[config.mk]
export PLATFORM = sky130hd
export DESIGN_NAME = pixdiv_top
export DESIGN_NICKNAME = d
export VERILOG_FILES = /design/src/rtl/pixdiv_pkg.sv /design/src/rtl/pixdiv_regs.sv /design/src/rtl/pixdiv_ndiv.sv /design/src/rtl/pixdiv_pow2.sv /design/src/rtl/pixdiv_core.sv /design/src/rtl/pixdiv_top.sv
export SDC_FILE = /design/constraint.sdc
export NUM_CORES = 1
export LEC_CHECK = 0
export ABC_AREA = 1
export BUFFER_PORTS_ARGS = -buffer_cell sky130_fd_sc_hd__buf_2
export CAP_MARGIN = 20
export CORE_UTILIZATION = 40
export DETAILED_ROUTE_END_ITERATION = 10
export GPL_TIMING_DRIVEN = 0
export PLACE_DENSITY = 0.69
export SETUP_SLACK_MARGIN = 0.2
export SYNTH_ARGS = -nofsm -noshare
export SYNTH_HDL_FRONTEND = slang
export SYNTH_SLANG_ARGS = --single-unit
[constraint.sdc]
create_clock -name clk -period 2.88 [get_ports clk]
set_input_delay 0.576 -clock clk [delete_from_list [all_inputs] [get_ports clk]]
set_output_delay 0.576 -clock clk [all_outputs]
set_load 0.02 [all_outputs]
[src/rtl/pixdiv_pkg.sv]
package pixdiv_pkg;

    // Field widths of the configuration registers
    localparam int NDIV_W = 5;                      // N-1 field width
    localparam int EXP_W  = 3;                      // exponent field width
    localparam int SEL_W  = 2;                      // source code width
    localparam int CTL_W  = EXP_W + 1 + SEL_W;      // control register width

    // Control register layout: exponent[5:3], enable[2], source[1:0]
    typedef struct packed {
        logic [EXP_W-1:0] exp;
        logic             en;
        logic [SEL_W-1:0] sel;
    } ctl_t;

endpackage

[src/rtl/pixdiv_regs.sv]
module pixdiv_regs
    import pixdiv_pkg::*;
#(
    parameter int SHR_W = 32,
    parameter int NLSB  = 3,
    parameter int EMAX  = 5
) (
    input  logic              clk,
    input  logic              rst_n,
    input  logic              ctl_we,
    input  logic [CTL_W-1:0]  ctl_wdata,
    input  logic              shr_we,
    input  logic [SHR_W-1:0]  shr_wdata,
    input  logic              nfld_we,
    input  logic [NDIV_W-1:0] nfld_wdata,
    output ctl_t              ctl_q,
    output logic [SHR_W-1:0]  shr_q,
    output logic [NDIV_W-1:0] ndiv_m1
);

    localparam logic [EXP_W-1:0] EXP_CAP = EXP_W'(EMAX);

    typedef struct packed {
        ctl_t             ctl;
        logic [SHR_W-1:0] shr;
    } regs_t;

    regs_t st_d, st_q;

    always_comb begin
        st_d = st_q;
        if (ctl_we) begin
            st_d.ctl = ctl_t'(ctl_wdata);
            if (st_d.ctl.exp > EXP_CAP) begin
                st_d.ctl.exp = EXP_CAP;
            end
        end
        if (shr_we) begin
            st_d.shr = shr_wdata;
        end
        // Field write: only the N-1 bits change, the neighbours are kept
        if (nfld_we) begin
            st_d.shr[NLSB +: NDIV_W] = nfld_wdata;
        end
    end

    always_ff @(posedge clk or negedge rst_n) begin
        if (!rst_n) begin
            st_q <= '0;
        end else begin
            st_q <= st_d;
        end
    end

    assign ctl_q   = st_q.ctl;
    assign shr_q   = st_q.shr;
    assign ndiv_m1 = st_q.shr[NLSB +: NDIV_W];

endmodule

[src/rtl/pixdiv_ndiv.sv]
// First stage: counts source ticks modulo N and reports the phase level.
module pixdiv_ndiv #(
    parameter int W = 5
) (
    input  logic         clk,
    input  logic         rst_n,
    input  logic         clr,
    input  logic         adv,
    input  logic [W-1:0] lim,      // N-1
    output logic         wrap,     // last tick of this stage's cycle
    output logic         hi_d      // level of the next position (used when E=0)
);

    logic [W-1:0] cnt_d, cnt_q;
    logic [W:0]   half;            // ceil(N/2)

    always_comb begin
        half  = ({1'b0, lim} + (W+1)'(2)) >> 1;
        wrap  = 1'b0;
        cnt_d = cnt_q;
        if (clr) begin
            cnt_d = '0;
        end else if (adv) begin
            if (cnt_q == lim) begin
                cnt_d = '0;
                wrap  = 1'b1;
            end else begin
                cnt_d = cnt_q + 1'b1;
            end
        end
        hi_d = ({1'b0, cnt_d} < half);
    end

    always_ff @(posedge clk or negedge rst_n) begin
        if (!rst_n) begin
            cnt_q <= '0;
        end else begin
            cnt_q <= cnt_d;
        end
    end

endmodule

[src/rtl/pixdiv_pow2.sv]
// Second stage: counts first-stage cycles modulo 2^E.
module pixdiv_pow2 #(
    parameter int W  = 5,
    parameter int EW = 3
) (
    input  logic          clk,
    input  logic          rst_n,
    input  logic          clr,
    input  logic          adv,
    input  logic [EW-1:0] exp,
    output logic          wrap,
    output logic          hi_d     // next position in lower half of the period
);

    logic [W-1:0] cnt_d, cnt_q;
    logic [W-1:0] mask;            // 2^E - 1
    logic [W-1:0] top;             // bit E-1 alone, zero when E=0

    always_comb begin
        for (int i = 0; i < W; i++) begin
            mask[i] = (i < int'(exp));
        end
        top   = mask ^ (mask >> 1);
        wrap  = 1'b0;
        cnt_d = cnt_q;
        if (clr) begin
            cnt_d = '0;
        end else if (adv) begin
            if (cnt_q == mask) begin
                cnt_d = '0;
                wrap  = 1'b1;
            end else begin
                cnt_d = cnt_q + 1'b1;
            end
        end
        hi_d = ((cnt_d & top) == '0);
    end

    always_ff @(posedge clk or negedge rst_n) begin
        if (!rst_n) begin
            cnt_q <= '0;
        end else begin
            cnt_q <= cnt_d;
        end
    end

endmodule

[src/rtl/pixdiv_core.sv]
module pixdiv_core
    import pixdiv_pkg::*;
#(
    parameter int NSRC = 2,
    parameter int EMAX = 5
) (
    input  logic              clk,
    input  logic              rst_n,
    input  ctl_t              cfg,
    input  logic [NDIV_W-1:0] ndiv_m1,
    input  logic [NSRC-1:0]   src_tick,
    output logic              src_ok,
    output logic              pix_clk,
    output logic              pix_stb
);

    localparam logic [SEL_W:0] NSRC_L = (SEL_W+1)'(NSRC);

    typedef struct packed {
        logic              run;
        logic [EXP_W-1:0]  a_exp;
        logic [NDIV_W-1:0] a_nm1;
        logic              pix;
        logic              stb;
    } core_t;

    core_t st_d, st_q;

    logic [NSRC-1:0] hit;
    logic tick, ok, clr, adv1;
    logic wrap1, wrap2, hi1, hi2;

    // Source tick selection, one comparator per source
    for (genvar g = 0; g < NSRC; g++) begin : g_src
        assign hit[g] = src_tick[g] && (cfg.sel == SEL_W'(g));
    end

    assign src_ok = ({1'b0, cfg.sel} < NSRC_L);
    assign ok     = cfg.en && src_ok;
    assign tick   = |hit;
    assign clr    = !ok || (tick && !st_q.run);
    assign adv1   = ok && tick && st_q.run;

    pixdiv_ndiv #(.W(NDIV_W)) u_ndiv (
        .clk  (clk),
        .rst_n(rst_n),
        .clr  (clr),
        .adv  (adv1),
        .lim  (st_q.a_nm1),
        .wrap (wrap1),
        .hi_d (hi1)
    );

    pixdiv_pow2 #(.W(EMAX), .EW(EXP_W)) u_pow2 (
        .clk  (clk),
        .rst_n(rst_n),
        .clr  (clr),
        .adv  (wrap1),
        .exp  (st_q.a_exp),
        .wrap (wrap2),
        .hi_d (hi2)
    );

    always_comb begin
        st_d     = st_q;
        st_d.stb = 1'b0;
        if (!ok) begin
            st_d.run   = 1'b0;
            st_d.pix   = 1'b0;
            st_d.a_exp = cfg.exp;
            st_d.a_nm1 = ndiv_m1;
        end else if (tick && !st_q.run) begin
            st_d.run   = 1'b1;
            st_d.pix   = 1'b1;
            st_d.stb   = 1'b1;
            st_d.a_exp = cfg.exp;
            st_d.a_nm1 = ndiv_m1;
        end else if (tick) begin
            if (wrap1 && wrap2) begin
                // Period boundary: the only point new settings are taken up
                st_d.pix   = 1'b1;
                st_d.stb   = 1'b1;
                st_d.a_exp = cfg.exp;
                st_d.a_nm1 = ndiv_m1;
            end else if (st_q.a_exp == '0) begin
                st_d.pix = hi1;
            end else begin
                st_d.pix = hi2;
            end
        end
    end

    always_ff @(posedge clk or negedge rst_n) begin
        if (!rst_n) begin
            st_q <= '0;
        end else begin
            st_q <= st_d;
        end
    end

    assign pix_clk = st_q.pix;
    assign pix_stb = st_q.stb;

endmodule

[src/rtl/pixdiv_top.sv]
module pixdiv_top
    import pixdiv_pkg::*;
#(
    parameter int NSRC  = 2,
    parameter int SHR_W = 32,
    parameter int NLSB  = 3,
    parameter int EMAX  = 5
) (
    input  logic              clk,
    input  logic              rst_n,
    input  logic [NSRC-1:0]   src_tick,
    input  logic              ctl_we,
    input  logic [CTL_W-1:0]  ctl_wdata,
    input  logic              shr_we,
    input  logic [SHR_W-1:0]  shr_wdata,
    input  logic              nfld_we,
    input  logic [NDIV_W-1:0] nfld_wdata,
    output logic [CTL_W-1:0]  ctl_rdata,
    output logic [SHR_W-1:0]  shr_rdata,
    output logic              src_ok,
    output logic              pix_clk,
    output logic              pix_stb
);

    ctl_t              ctl_q;
    logic [NDIV_W-1:0] ndiv_m1;

    pixdiv_regs #(.SHR_W(SHR_W), .NLSB(NLSB), .EMAX(EMAX)) u_regs (
        .clk       (clk),
        .rst_n     (rst_n),
        .ctl_we    (ctl_we),
        .ctl_wdata (ctl_wdata),
        .shr_we    (shr_we),
        .shr_wdata (shr_wdata),
        .nfld_we   (nfld_we),
        .nfld_wdata(nfld_wdata),
        .ctl_q     (ctl_q),
        .shr_q     (shr_rdata),
        .ndiv_m1   (ndiv_m1)
    );

    pixdiv_core #(.NSRC(NSRC), .EMAX(EMAX)) u_core (
        .clk     (clk),
        .rst_n   (rst_n),
        .cfg     (ctl_q),
        .ndiv_m1 (ndiv_m1),
        .src_tick(src_tick),
        .src_ok  (src_ok),
        .pix_clk (pix_clk),
        .pix_stb (pix_stb)
    );

    assign ctl_rdata = ctl_q;

endmodule

==> results.py, run 1 <==
metrics = {
    "layout": {
        "layout.filler_cells": 666,
        "antennaDiodeCount": 0,
        "syn2layout_area_growth_pct": 29.5,
        "drive_gt1_frac": 0.320,
        "multi_input_comb_area_mm2": 0.00133,
        "regArea_mm2": 0.00148,
        "postLayoutCoreUtil": 0.548,
        "stdcell_area_mm2": 0.00383,
        "design.final.nets": 524,
    },
    "hold_path": {
        "worst_hold_path_type": "input pin to asynchronous set/reset pin",
    },
    "timing": {
        "maxSlewViolCount": 0,
        "slew_headroom": 0.558,
        "report.final.setup_viol": 0,
        "period_share": 0.853,
        "hold_fails_final_rpt": 0,
        "hold-worst-slack_ns": 0.271,
        "finalClockSkew_ns": 0.00623,
        "fmaxAchievable_ghz": 0.407,
        "rsz0062_at_grt": "false",
        "fin_crit_ns": 2.46,
        "setup_slack_ns": 0.424,
        "max_slew.worst_pin.slew_ns": 0.663,
    },
    "worst_setup_path": {
        "setup.worst_path.end_class": "flop",
        "worstSetupStartpointType": "flop",
        "crit_required_ns": 3.15,
        "capturing_point_of_the_worst_reg2reg_path": "u_core.pix_clk",
        "cp_max_fo": 5,
        "r2r_start": "u_regs.ctl_q[1]",
        "timing_worst_setup_path_type": "flop to flop",
        "slack_of_the_worst_reg_to_reg_path_ns": 0.42,
        "critPathArrivalTime_ns": 2.73,
        "rr_worst_depth": 18,
    },
    "global_routing": {
        "grt.overflow.total": 0,
        "grt_first_pass_wirelength_um": 11300,
        "via_count_of_the_first_global_routing_pass": 2646,
        "antenna_violations_before_repair": 0,
        "grt_max_degree": 31,
        "grtUsageTotal": 0.188,
    },
    "clock_network": {
        "number_of_cts_inserted_buffers": 9,
        "clock_sink_count": 59,
        "clock_tree.htree_level_count": 3,
        "cts-root-buf": "sky130_fd_sc_hd__clkbuf_8",
        "worst_setup_hold_path_clk_slew_ns": 0.07,
        "worst_skew_pair.late_latency_ns": 0.33,
        "clock_tree_from_tritoncts": "done",
        "max-clock-path-buffers": 2,
    },
    "die": {
        "top_level_ports": 91,
        "initial_utilization": 0.423,
        "design.core.area_mm2": 0.00698,
        "fp.dieArea_mm2": 0.00774,
        "die_w_um": 88.0,
        "fp-row-count": 30,
        "die_h_um": 88.0,
    },
    "synth": {
        "synth.yosys.seq_area_share": 0.500,
        "mappedNetlistArea_mm2": 0.00296,
        "ys_dominant_reg_cell": "sky130_fd_sc_hd__dfrtp_1",
        "yosys_register_bits": 59,
        "yosys_warnings": 0,
        "yosys.cell_count.top_type": "sky130_fd_sc_hd__nand2_1",
        "synth.net_count": 419,
        "synth-edff-count": 0,
        "synth.top_cells.by_area": "sky130_fd_sc_hd__dfrtp_1, sky130_fd_sc_hd__nand2_1, sky130_fd_sc_hd__inv_1",
        "synth_common_cells": "sky130_fd_sc_hd__nand2_1, sky130_fd_sc_hd__dfrtp_1, sky130_fd_sc_hd__inv_1",
        "synth_largest_type_area_fraction": 0.500,
        "leading_area_contributor_after_synthesis": "sky130_fd_sc_hd__dfrtp_1",
        "synth.lib_cells_used.distinct": 34,
        "netlist_instances": 362,
        "synthesis.area_per_instance_um2": 8.16,
        "synth_async_sr_flop_share": 1.00,
    },
    "route": {
        "drtAntennaViolNets": 0,
        "drt_first_iter_violations": 153,
        "drc": 0,
        "wl_per_cell_um": 11.6,
        "route.detailed.vias_per_inst": 4.65,
        "vias": 2643,
        "totalWireLength_um": 6620,
        "drt-pass1-iter-count": 4,
    },
    "power_and_ir_drop": {
        "finalPower_mw": 2.25,
        "worst_ir_drop_vdd_mv": 0.339,
        "pleak_nw": 2.10,
        "power.density_cell_area_mw_per_mm2": 588,
    },
    "placed_design": {
        "preCtsSetupSlack_ns": -0.0254,
        "place_area_mm2": 0.00354,
        "place_hpwl_um": 5030,
        "place_congestion": 0.842,
        "port_buffers": 89,
    },
    "run": {
        "timing.max_cap.violations": 0,
    },
    "status": {
        "status": "complete, no violations",
    },
}
-- worst max-delay path by stage --
stage | slack (ns) | to | depth (start not counted) | startpoint
6_report | 0.42 | u_core.pix_clk | 18 | u_regs.ctl_q[1]
3_3_place_gp | -0.01 | u_core.pix_clk | 18 | src_tick[1]
4_1_cts | 0.25 | u_core.pix_clk | 17 | u_regs.ctl_q[0]
5_1_grt | 0.20 | u_core.pix_clk | 19 | u_regs.ctl_q[0]
2_1_floorplan | 0.44 | u_core.pix_clk | 17 | src_tick[1]
3_5_place_dp | -0.03 | u_core.pix_clk | 18 | src_tick[1]
-- final cells by class --
type                            instances  share of cell area
Buffer                                  9              0.0131
Clock buffer                           12              0.0405
Clock inverter                          4              0.0190
Inverter                               33              0.0324
Multi-Input combinational cell        261               0.348
Sequential cell                        59               0.386
Tap cell                               96              0.0314
Timing Repair Buffer                   94               0.129
-- critical path, stage by stage, from the launching register on --
cell and delay [ns]:
sky130_fd_sc_hd__dfrtp_1 0.39, sky130_fd_sc_hd__inv_2 0.10, sky130_fd_sc_hd__nand3_2 0.12, sky130_fd_sc_hd__nor2_4 0.18, sky130_fd_sc_hd__inv_2 0.08, sky130_fd_sc_hd__nor3_4 0.20
sky130_fd_sc_hd__nand2_2 0.09, sky130_fd_sc_hd__a21oi_2 0.13, sky130_fd_sc_hd__o21a_1 0.17, sky130_fd_sc_hd__ha_1 0.26, sky130_fd_sc_hd__nand2_2 0.09, sky130_fd_sc_hd__nor2_1 0.04
sky130_fd_sc_hd__a211oi_1 0.16, sky130_fd_sc_hd__nand3b_1 0.12, sky130_fd_sc_hd__nand2_1 0.08, sky130_fd_sc_hd__inv_2 0.03, sky130_fd_sc_hd__nand2_1 0.05, sky130_fd_sc_hd__nand2_1 0.05
sky130_fd_sc_hd__nand2_1 0.05
-- repair_timing --
item | 4_1_cts | 5_1_grt
setup endpoints to repair | 0 | 1
resized for setup | 0 | 8
hold buffers | 0 | 0
buffers inserted | 0 | 4
-- layer usage --
| metal | global-route usage | part of all wire | up-vias | routed length, µm |
|---|---|---|---|---|
| li1 | - | - | 1346 | - |
| met2 | 0.310 | 0.48 | 62 | 3140 |
| met4 | 0.0775 | 0.014 | 0 | 92 |
| met1 | 0.238 | 0.46 | 1226 | 3030 |
| met5 | 0 | 0 | - | 0 |
| met3 | 0.0452 | 0.053 | 9 | 352 |
-- registers in the layout, summed over array words and instances (netlist names) --
name and cells:
u_core.pix_clk 1, u_regs.ctl_q 6, u_core.u_pow2.cnt_q 5, u_core.st_q 9, u_core.pix_stb 1, u_core.u_ndiv.cnt_q 5
u_regs.shr_q 32
-- placed cells by master, fill, tap and decap left out, types with 2 or more instances in the layout --
cell / count
sky130_fd_sc_hd__a21oi_1: 4
sky130_fd_sc_hd__clkbuf_1: 7
sky130_fd_sc_hd__nor2_2: 4
sky130_fd_sc_hd__buf_2: 90
sky130_fd_sc_hd__nand2_4: 2
sky130_fd_sc_hd__o21ai_0: 14
sky130_fd_sc_hd__buf_6: 2
sky130_fd_sc_hd__nor2_1: 14
sky130_fd_sc_hd__o21ai_2: 3
sky130_fd_sc_hd__nand3_2: 4
sky130_fd_sc_hd__nand2_1: 151
sky130_fd_sc_hd__xnor2_1: 3
sky130_fd_sc_hd__clkbuf_8: 11
sky130_fd_sc_hd__a211oi_1: 2
sky130_fd_sc_hd__xor2_1: 4
sky130_fd_sc_hd__ha_1: 7
sky130_fd_sc_hd__nand2_2: 7
sky130_fd_sc_hd__nand4_1: 4
sky130_fd_sc_hd__inv_1: 23
sky130_fd_sc_hd__nand3_1: 17
sky130_fd_sc_hd__nor3_1: 6
sky130_fd_sc_hd__buf_4: 4
sky130_fd_sc_hd__dfrtp_1: 59
sky130_fd_sc_hd__inv_2: 10
sky130_fd_sc_hd__bufinv_16: 2
sky130_fd_sc_hd__nor2_4: 3
-- through the flow --
stage,cells,setup TNS [ns]
global route,568,0
CTS,564,0
detailed placement,548,-0.0254
global placement,547,-0.0147
floorplan,362,0
finish,568,0
-- cells by family after synthesis --
group / share of synthesized area
simple gates: 0.339
compound gates: 0.0521
flops: 0.500
fa+ha+maj: 0.0296
xor+xnor: 0.0207
buf+inv: 0.0588
-- power breakdown --
part	internal (mW)	switching (mW)
sequential	0.900	0.0579
combinational	0.162	0.282
clock	0.533	0.316
No activity file was read; power rests on OpenSTA's default activity.
==> inputs of run 2 (changes only) <==
MAX_ROUTING_LAYER = met4   (was default)
TNS_END_PERCENT = 100   (was default)
clock period = 3 ns   (was 2.88 ns; I/O delays follow)
==> run 2 against run 1 <==
Against the previous run: global-route usage rose by 0.62 points; register-to-register slack improved by 0.11 ns; fmax fell by 0.51%; via count fell by 1.1%; critical path depth fell by 1; non-clock buffer count fell by 4; largest cell class unchanged; largest power group unchanged.
==> results.py, run 2 (same netlist as run 1, synthesis figures left out) <==
metrics = {
    "worst_setup_path": {
        "critical_path.most_common_cell": "sky130_fd_sc_hd__nand2_1",
        "worstSetupStartpointType": "flop",
        "last_element_of_the_critical_path": "u_core.pix_clk",
        "critPathTopFamily": "simple AND/OR/NAND/NOR gates",
        "rr_worst_depth": 17,
        "critical_path_source": "u_regs.ctl_q[0]",
        "cp_slowest_stage_delay_ns": 0.40,
        "worst-path-stages": 17,
        "timing_worst_setup_path_type": "flop to flop",
        "slack_of_the_worst_reg_to_reg_path_ns": 0.53,
        "setup.worst_path.end_class": "flop",
        "r2r_start": "u_regs.ctl_q[0]",
        "cp_max_fo": 6,
        "path_buf_inv": 3,
        "critical_path.cell_chain": "inv_2, nand2_1, nand2_4, inv_1, o21ai_2, nand2_2, nor3b_1, ha_1, a21oi_1, nor2_1, a211oi_1, nand3b_1, nand2_1, inv_2, nand2_1, nand2_1, nand2_1",
        "capturing_point_of_the_worst_reg2reg_path": "u_core.pix_clk",
        "critical-path-slowest-cell": "sky130_fd_sc_hd__dfrtp_1",
        "critPathArrivalTime_ns": 2.74,
        "crit_required_ns": 3.27,
    },
    "route": {
        "wl_per_cell_um": 11.6,
        "totalWireLength_um": 6520,
        "drtAntennaViolNets": 0,
        "drt-pass1-iter-count": 4,
        "vias": 2613,
        "drt_first_iter_violations": 158,
        "route.detailed.vias_per_inst": 4.63,
        "drc": 0,
    },
    "global_routing": {
        "via_count_of_the_first_global_routing_pass": 2647,
        "grt_max_degree": 31,
        "grtUsageTotal": 0.195,
        "grt_first_pass_wirelength_um": 11400,
        "antenna_violations_before_repair": 0,
        "grt.overflow.total": 0,
    },
    "timing": {
        "fmaxAchievable_ghz": 0.405,
        "finalClockSkew_ns": 0.00509,
        "totalNegativeSetupSlack_ns": 0,
        "fin_crit_ns": 2.47,
        "report.final.setup_viol": 0,
        "max_slew.worst_pin.slew_ns": 0.662,
        "hold_fails_final_rpt": 0,
        "maxSlewViolCount": 0,
        "period_share": 0.823,
        "slew_headroom": 0.559,
        "rsz0062_at_grt": "false",
    },
    "die": {
        "initial_utilization": 0.423,
        "top_level_ports": 91,
        "die_w_um": 88.0,
        "fp.dieArea_mm2": 0.00774,
        "fp-row-count": 30,
        "design.core.area_mm2": 0.00698,
        "die_h_um": 88.0,
    },
    "clock_network": {
        "clock_sink_count": 59,
        "worst_skew_pair.late_latency_ns": 0.33,
        "clock_tree.htree_level_count": 3,
        "number_of_cts_inserted_buffers": 9,
        "max-clock-path-buffers": 2,
        "clock_tree_from_tritoncts": "done",
        "cts-root-buf": "sky130_fd_sc_hd__clkbuf_8",
        "cts-hold-fix-buffers": 0,
        "worst_setup_hold_path_clk_slew_ns": 0.07,
    },
    "run": {
        "timing.max_cap.violations": 0,
    },
    "layout": {
        "postLayoutCoreUtil": 0.542,
        "layout_common_cells": "sky130_fd_sc_hd__nand2_1, sky130_fd_sc_hd__buf_2, sky130_fd_sc_hd__dfrtp_1",
        "final_common_cell": "sky130_fd_sc_hd__nand2_1",
        "layout.filler_cells": 673,
        "syn2layout_area_growth_pct": 28.0,
        "design.final.nets": 520,
        "drive_gt1_frac": 0.303,
        "largest_register_ff_count": 32,
        "antennaDiodeCount": 0,
    },
    "status": {
        "status": "complete, no violations",
    },
    "power_and_ir_drop": {
        "worst_ir_drop_vdd_mv": 0.325,
        "power.density_cell_area_mw_per_mm2": 570,
        "pleak_nw": 2.08,
        "finalPower_mw": 2.16,
    },
    "placed_design": {
        "place_congestion": 0.855,
        "place_hpwl_um": 5030,
        "port_buffers": 89,
    },
    "hold_path": {
        "worst_hold_path_type": "input pin to asynchronous set/reset pin",
    },
}
==> run 2: changes by cell type in the layout (fill, tap and decap cells not counted), sizes merged <==
cell  before  now
buf       97   93
==> run 2: metrics by stage <==
stage	cell area, µm²	hold WS (ns)	cells	setup slack, ns
floorplan	2960	0.304	362	0.532
global placement	3520	0.450	547	0.0813
detailed placement	3540	0.457	548	0.0706
CTS	3770	0.316	564	0.369
global route	3780	0.358	564	0.230
finish	3780	0.292	564	0.531
==> run 2: worst min path at each step <==
stage | end | cells past startpoint
CTS | u_regs.shr_q[21] | 1
finish | u_regs.shr_q[21] | 1
floorplan | u_core.pix_clk | 0
global route | u_regs.shr_q[21] | 1
global placement | u_regs.shr_q[22] | 2
detailed placement | u_regs.shr_q[10] | 2
==> run 2: power by group <==
group	leakage, nW	internal [mW]	switching [mW]	total, mW
clock network	0.113	0.512	0.304	0.816
logic	1.23	0.153	0.268	0.420
registers	0.737	0.864	0.0555	0.919
total	2.08	1.53	0.628	2.16
==> run 2: area by class of cell <==
type / count / area, µm² / area share
multi-input cells: 261 / 1320 / 0.349
well taps: 96 / 120 / 0.0317
plain buffers: 9 / 50.0 / 0.0132
clock inverters: 4 / 72.6 / 0.0192
inverters: 33 / 124 / 0.0327
flip-flops and latches: 59 / 1480 / 0.390
repair buffers: 90 / 465 / 0.123
clock buffers: 12 / 155 / 0.0410
==> run 2: repair_timing <==
item | in CTS | in global routing
buffers inserted | 0 | 0
setup endpoints to repair | 0 | 1
gates resized for setup | 0 | 3
==> run 2: per-layer routing <==
layer / GRT usage / part of all wire / vias to the layer above
li1: - / - / 1338
met1: 0.243 / 0.46 / 1205
met2: 0.311 / 0.47 / 62
met3: 0.0377 / 0.050 / 8
met4: 0.0775 / 0.014 / 0
met5: - / 0 / -
==> inputs of run 3 (changes only) <==
ABC_AREA = 0   (was 1)
PLACE_DENSITY = 0.72   (was 0.69)
clock period = 2 ns   (was 3 ns; I/O delays follow)
==> run 3 against run 2 <==
Against the previous run: cell count down 19%; clock power up 43%; the run now ends with setup timing left; fmax down 0.53%; combinational power up 65%; non-clock buffer count up 15; worst hold slack worse by 0.29 ns; die area down 4.2%.
==> results.py, run 3 <==
metrics = {
    "synth": {
        "ys_dominant_reg_cell": "sky130_fd_sc_hd__dfrtp_1",
        "yosys.cell_count.top_type": "sky130_fd_sc_hd__dfrtp_1",
        "synth.lib_cells_used.distinct": 44,
        "synth.top_cells.by_area": "sky130_fd_sc_hd__dfrtp_1, sky130_fd_sc_hd__mux2_2, sky130_fd_sc_hd__xor2_1",
        "synth-edff-count": 0,
        "synth_async_sr_flop_share": 1.00,
        "netlist_instances": 240,
        "leading_area_contributor_after_synthesis": "sky130_fd_sc_hd__dfrtp_1",
        "synth_largest_type_area_fraction": 0.522,
        "synth.net_count": 297,
        "mappedNetlistArea_mm2": 0.00283,
        "synthesis.area_per_instance_um2": 11.8,
        "yosys_warnings": 0,
        "synth.yosys.seq_area_share": 0.522,
        "yosys_register_bits": 59,
        "synth_common_cells": "sky130_fd_sc_hd__dfrtp_1, sky130_fd_sc_hd__mux2_2, sky130_fd_sc_hd__nand2_1",
    },
    "die": {
        "die_h_um": 86.1,
        "fp-row-count": 30,
        "initial_utilization": 0.416,
        "fp.dieArea_mm2": 0.00741,
        "die_w_um": 86.1,
        "top_level_ports": 91,
        "design.core.area_mm2": 0.00679,
    },
    "clock_network": {
        "worst_skew_pair.late_latency_ns": 0.34,
        "worst_setup_hold_path_clk_slew_ns": 0.07,
        "max-clock-path-buffers": 2,
        "clock_tree.htree_level_count": 3,
        "number_of_cts_inserted_buffers": 9,
        "clock_sink_count": 59,
        "cts-root-buf": "sky130_fd_sc_hd__clkbuf_8",
        "clock_tree_from_tritoncts": "done",
    },
    "power_and_ir_drop": {
        "power.density_cell_area_mw_per_mm2": 844,
        "p_comb_frac": 0.214,
        "worst_ir_drop_vdd_mv": 0.501,
        "switching_share": 0.284,
        "pleak_nw": 1.79,
        "power.share.sequential": 0.426,
        "total_switching_power_uw": 922,
        "finalPower_mw": 3.25,
        "p_int_mw": 2.32,
        "clock_power_share": 0.359,
    },
    "placed_design": {
        "port_buffers": 87,
        "place_hpwl_um": 4390,
        "place_congestion": 0.819,
        "place_area_mm2": 0.00343,
        "placed_cells_incl_taps": 424,
    },
    "global_routing": {
        "grt_first_pass_wirelength_um": 10100,
        "via_count_of_the_first_global_routing_pass": 2167,
        "grt.overflow.total": 0,
        "grt_max_degree": 42,
        "antenna_violations_before_repair": 0,
        "grtUsageTotal": 0.183,
    },
    "layout": {
        "design.final.nets": 411,
        "syn2layout_area_growth_pct": 36.0,
        "drive_gt1_frac": 0.501,
        "antennaDiodeCount": 0,
        "final_common_cell": "sky130_fd_sc_hd__buf_2",
        "layout_common_cells": "sky130_fd_sc_hd__buf_2, sky130_fd_sc_hd__dfrtp_1, sky130_fd_sc_hd__mux2_2",
        "largest_register_ff_count": 32,
        "stdcell_area_mm2": 0.00384,
        "final_cell_count_no_fill": 455,
        "postLayoutCoreUtil": 0.566,
    },
    "worst_setup_path": {
        "critical_path.cell_chain": "nand3b_1, buf_4, nor4_4, nand2_2, nand2_4, nor2_1, ha_1, o2111a_1, o31a_1, o2111ai_2, a32o_1",
        "slack_of_the_worst_reg_to_reg_path_ns": -0.48,
        "critical-path-slowest-cell": "sky130_fd_sc_hd__dfrtp_2",
        "critPathArrivalTime_ns": 2.71,
        "cp_max_fo": 4,
        "cp_slowest_stage_delay_ns": 0.42,
        "worstSetupStartpointType": "flop",
        "setup.worst_path.end_class": "flop",
        "path_buf_inv": 1,
        "crit_required_ns": 2.22,
        "critPathTopFamily": "simple AND/OR/NAND/NOR gates",
        "timing_worst_setup_path_type": "flop to flop",
    },
    "timing": {
        "finalClockSkew_ns": 0.00591,
        "max_slew.worst_pin.slew_ns": 0.628,
        "report.final.setup_viol": 13,
        "fmaxAchievable_ghz": 0.403,
        "maxSlewViolCount": 0,
        "hold_fails_final_rpt": 0,
        "period_share": 1.24,
        "fin_crit_ns": 2.48,
        "rsz0062_at_grt": "true",
        "setup_slack_ns": -0.482,
        "slew_headroom": 0.581,
    },
    "route": {
        "totalWireLength_um": 6510,
        "drtAntennaViolNets": 0,
        "drt_first_iter_violations": 166,
        "drc": 0,
        "drt-pass1-iter-count": 4,
        "met2_wirelength_um": 3060,
        "wl_per_cell_um": 14.3,
        "route.detailed.vias_per_inst": 5.00,
        "highest_layer": "met4",
        "met3_wirelength_um": 351,
        "met1_length_um": 2950,
        "vias": 2273,
    },
    "status": {
        "failed_checks": "setup timing",
        "status": "complete, but fails checks",
    },
    "hold_path": {
        "worst_hold_path_type": "input pin to asynchronous set/reset pin",
    },
    "run": {
        "timing.max_cap.violations": 0,
    },
}
[run 3: changes by cell type in the layout (fill, tap and decap cells not counted), moves of 4 or more]
cell	change
sky130_fd_sc_hd__inv_2	-9
sky130_fd_sc_hd__mux2i_1	+5
sky130_fd_sc_hd__dfrtp_2	+4
sky130_fd_sc_hd__nand3_1	-9
sky130_fd_sc_hd__xor2_1	+7
sky130_fd_sc_hd__dfrtp_1	-4
sky130_fd_sc_hd__buf_4	+13
sky130_fd_sc_hd__nand2_1	-136
sky130_fd_sc_hd__mux2_4	+4
sky130_fd_sc_hd__nor3_1	-5
sky130_fd_sc_hd__inv_1	-19
sky130_fd_sc_hd__o21ai_0	-4
sky130_fd_sc_hd__mux2_2	+34
[run 3: power by group through the flow]
stage	combinational, mW	clock [mW]	sequential, mW
6_report	0.695	1.17	1.38
5_1_grt	0.746	1.24	1.40
4_1_cts	0.670	1.20	1.38
3_5_place_dp	0.620	0	1.40
3_3_place_gp	0.602	0	1.40
2_1_floorplan	0.300	0	1.49
[run 3: metrics by stage]
step	worst slack, ns	hold slack (ns)	setup TNS, ns
after CTS	-0.424	0.0130	-4.77
final	-0.482	0.00392	-5.47
after global placement	-0.747	0.485	-6.49
after global routing	-0.560	0.0333	-6.43
after floorplan	-0.353	0.104	-3.17
after detailed placement	-0.755	0.375	-6.81
[run 3: worst paths after layout]
path                             startpoint                      to  depth (start not counted)
setup / recovery            u_regs.ctl_q[1]          u_core.pix_clk                         11
hold / removal                        rst_n  u_core.u_ndiv.cnt_q[3]                          1
setup reg to reg            u_regs.ctl_q[1]          u_core.pix_clk                         11
hold reg to reg            u_regs.shr_q[23]        u_regs.shr_q[23]                          1
max in group asynchronous             rst_n         u_regs.ctl_q[1]                          2
min in group clk              nfld_wdata[4]         u_regs.shr_q[7]                          3
[run 3: final cells by class]
type / instances / area [µm²]
inverter: 5 / 18.8
sequential: 59 / 1480
buffer: 11 / 76.3
fill: 578 / 2950
multi-input combinational: 165 / 1360
clock inverter: 5 / 77.6
timing repair buffer: 103 / 576
tap: 96 / 120
clock buffer: 11 / 131
[run 3: cells by family after synthesis]
| kind of cell | synth area share |
|---|---|
| adder cells (fa/ha/maj) | 0.0310 |
| XOR/XNOR | 0.0403 |
| buffers and inverters | 0.0305 |
| multiplexers | 0.178 |
| AND/OR/NAND/NOR | 0.124 |
| flip-flops | 0.522 |
| AO/OA/AOI/OAI | 0.0739 |
[run 3: repair_timing]
item                                    CTS  global route
resized for setup                        11            14
pin swaps                                 3             7
hold buffers                              0             0
endpoints found under the setup margin   19            15
setup buffers                             9             6
[run 3: layer usage]
layer / global-route usage / up-vias
met2: 0.269 / 88
met5: - / -
met3: 0.0414 / 19
li1: - / 1076
met1: 0.239 / 1090
met4: 0.0924 / 0
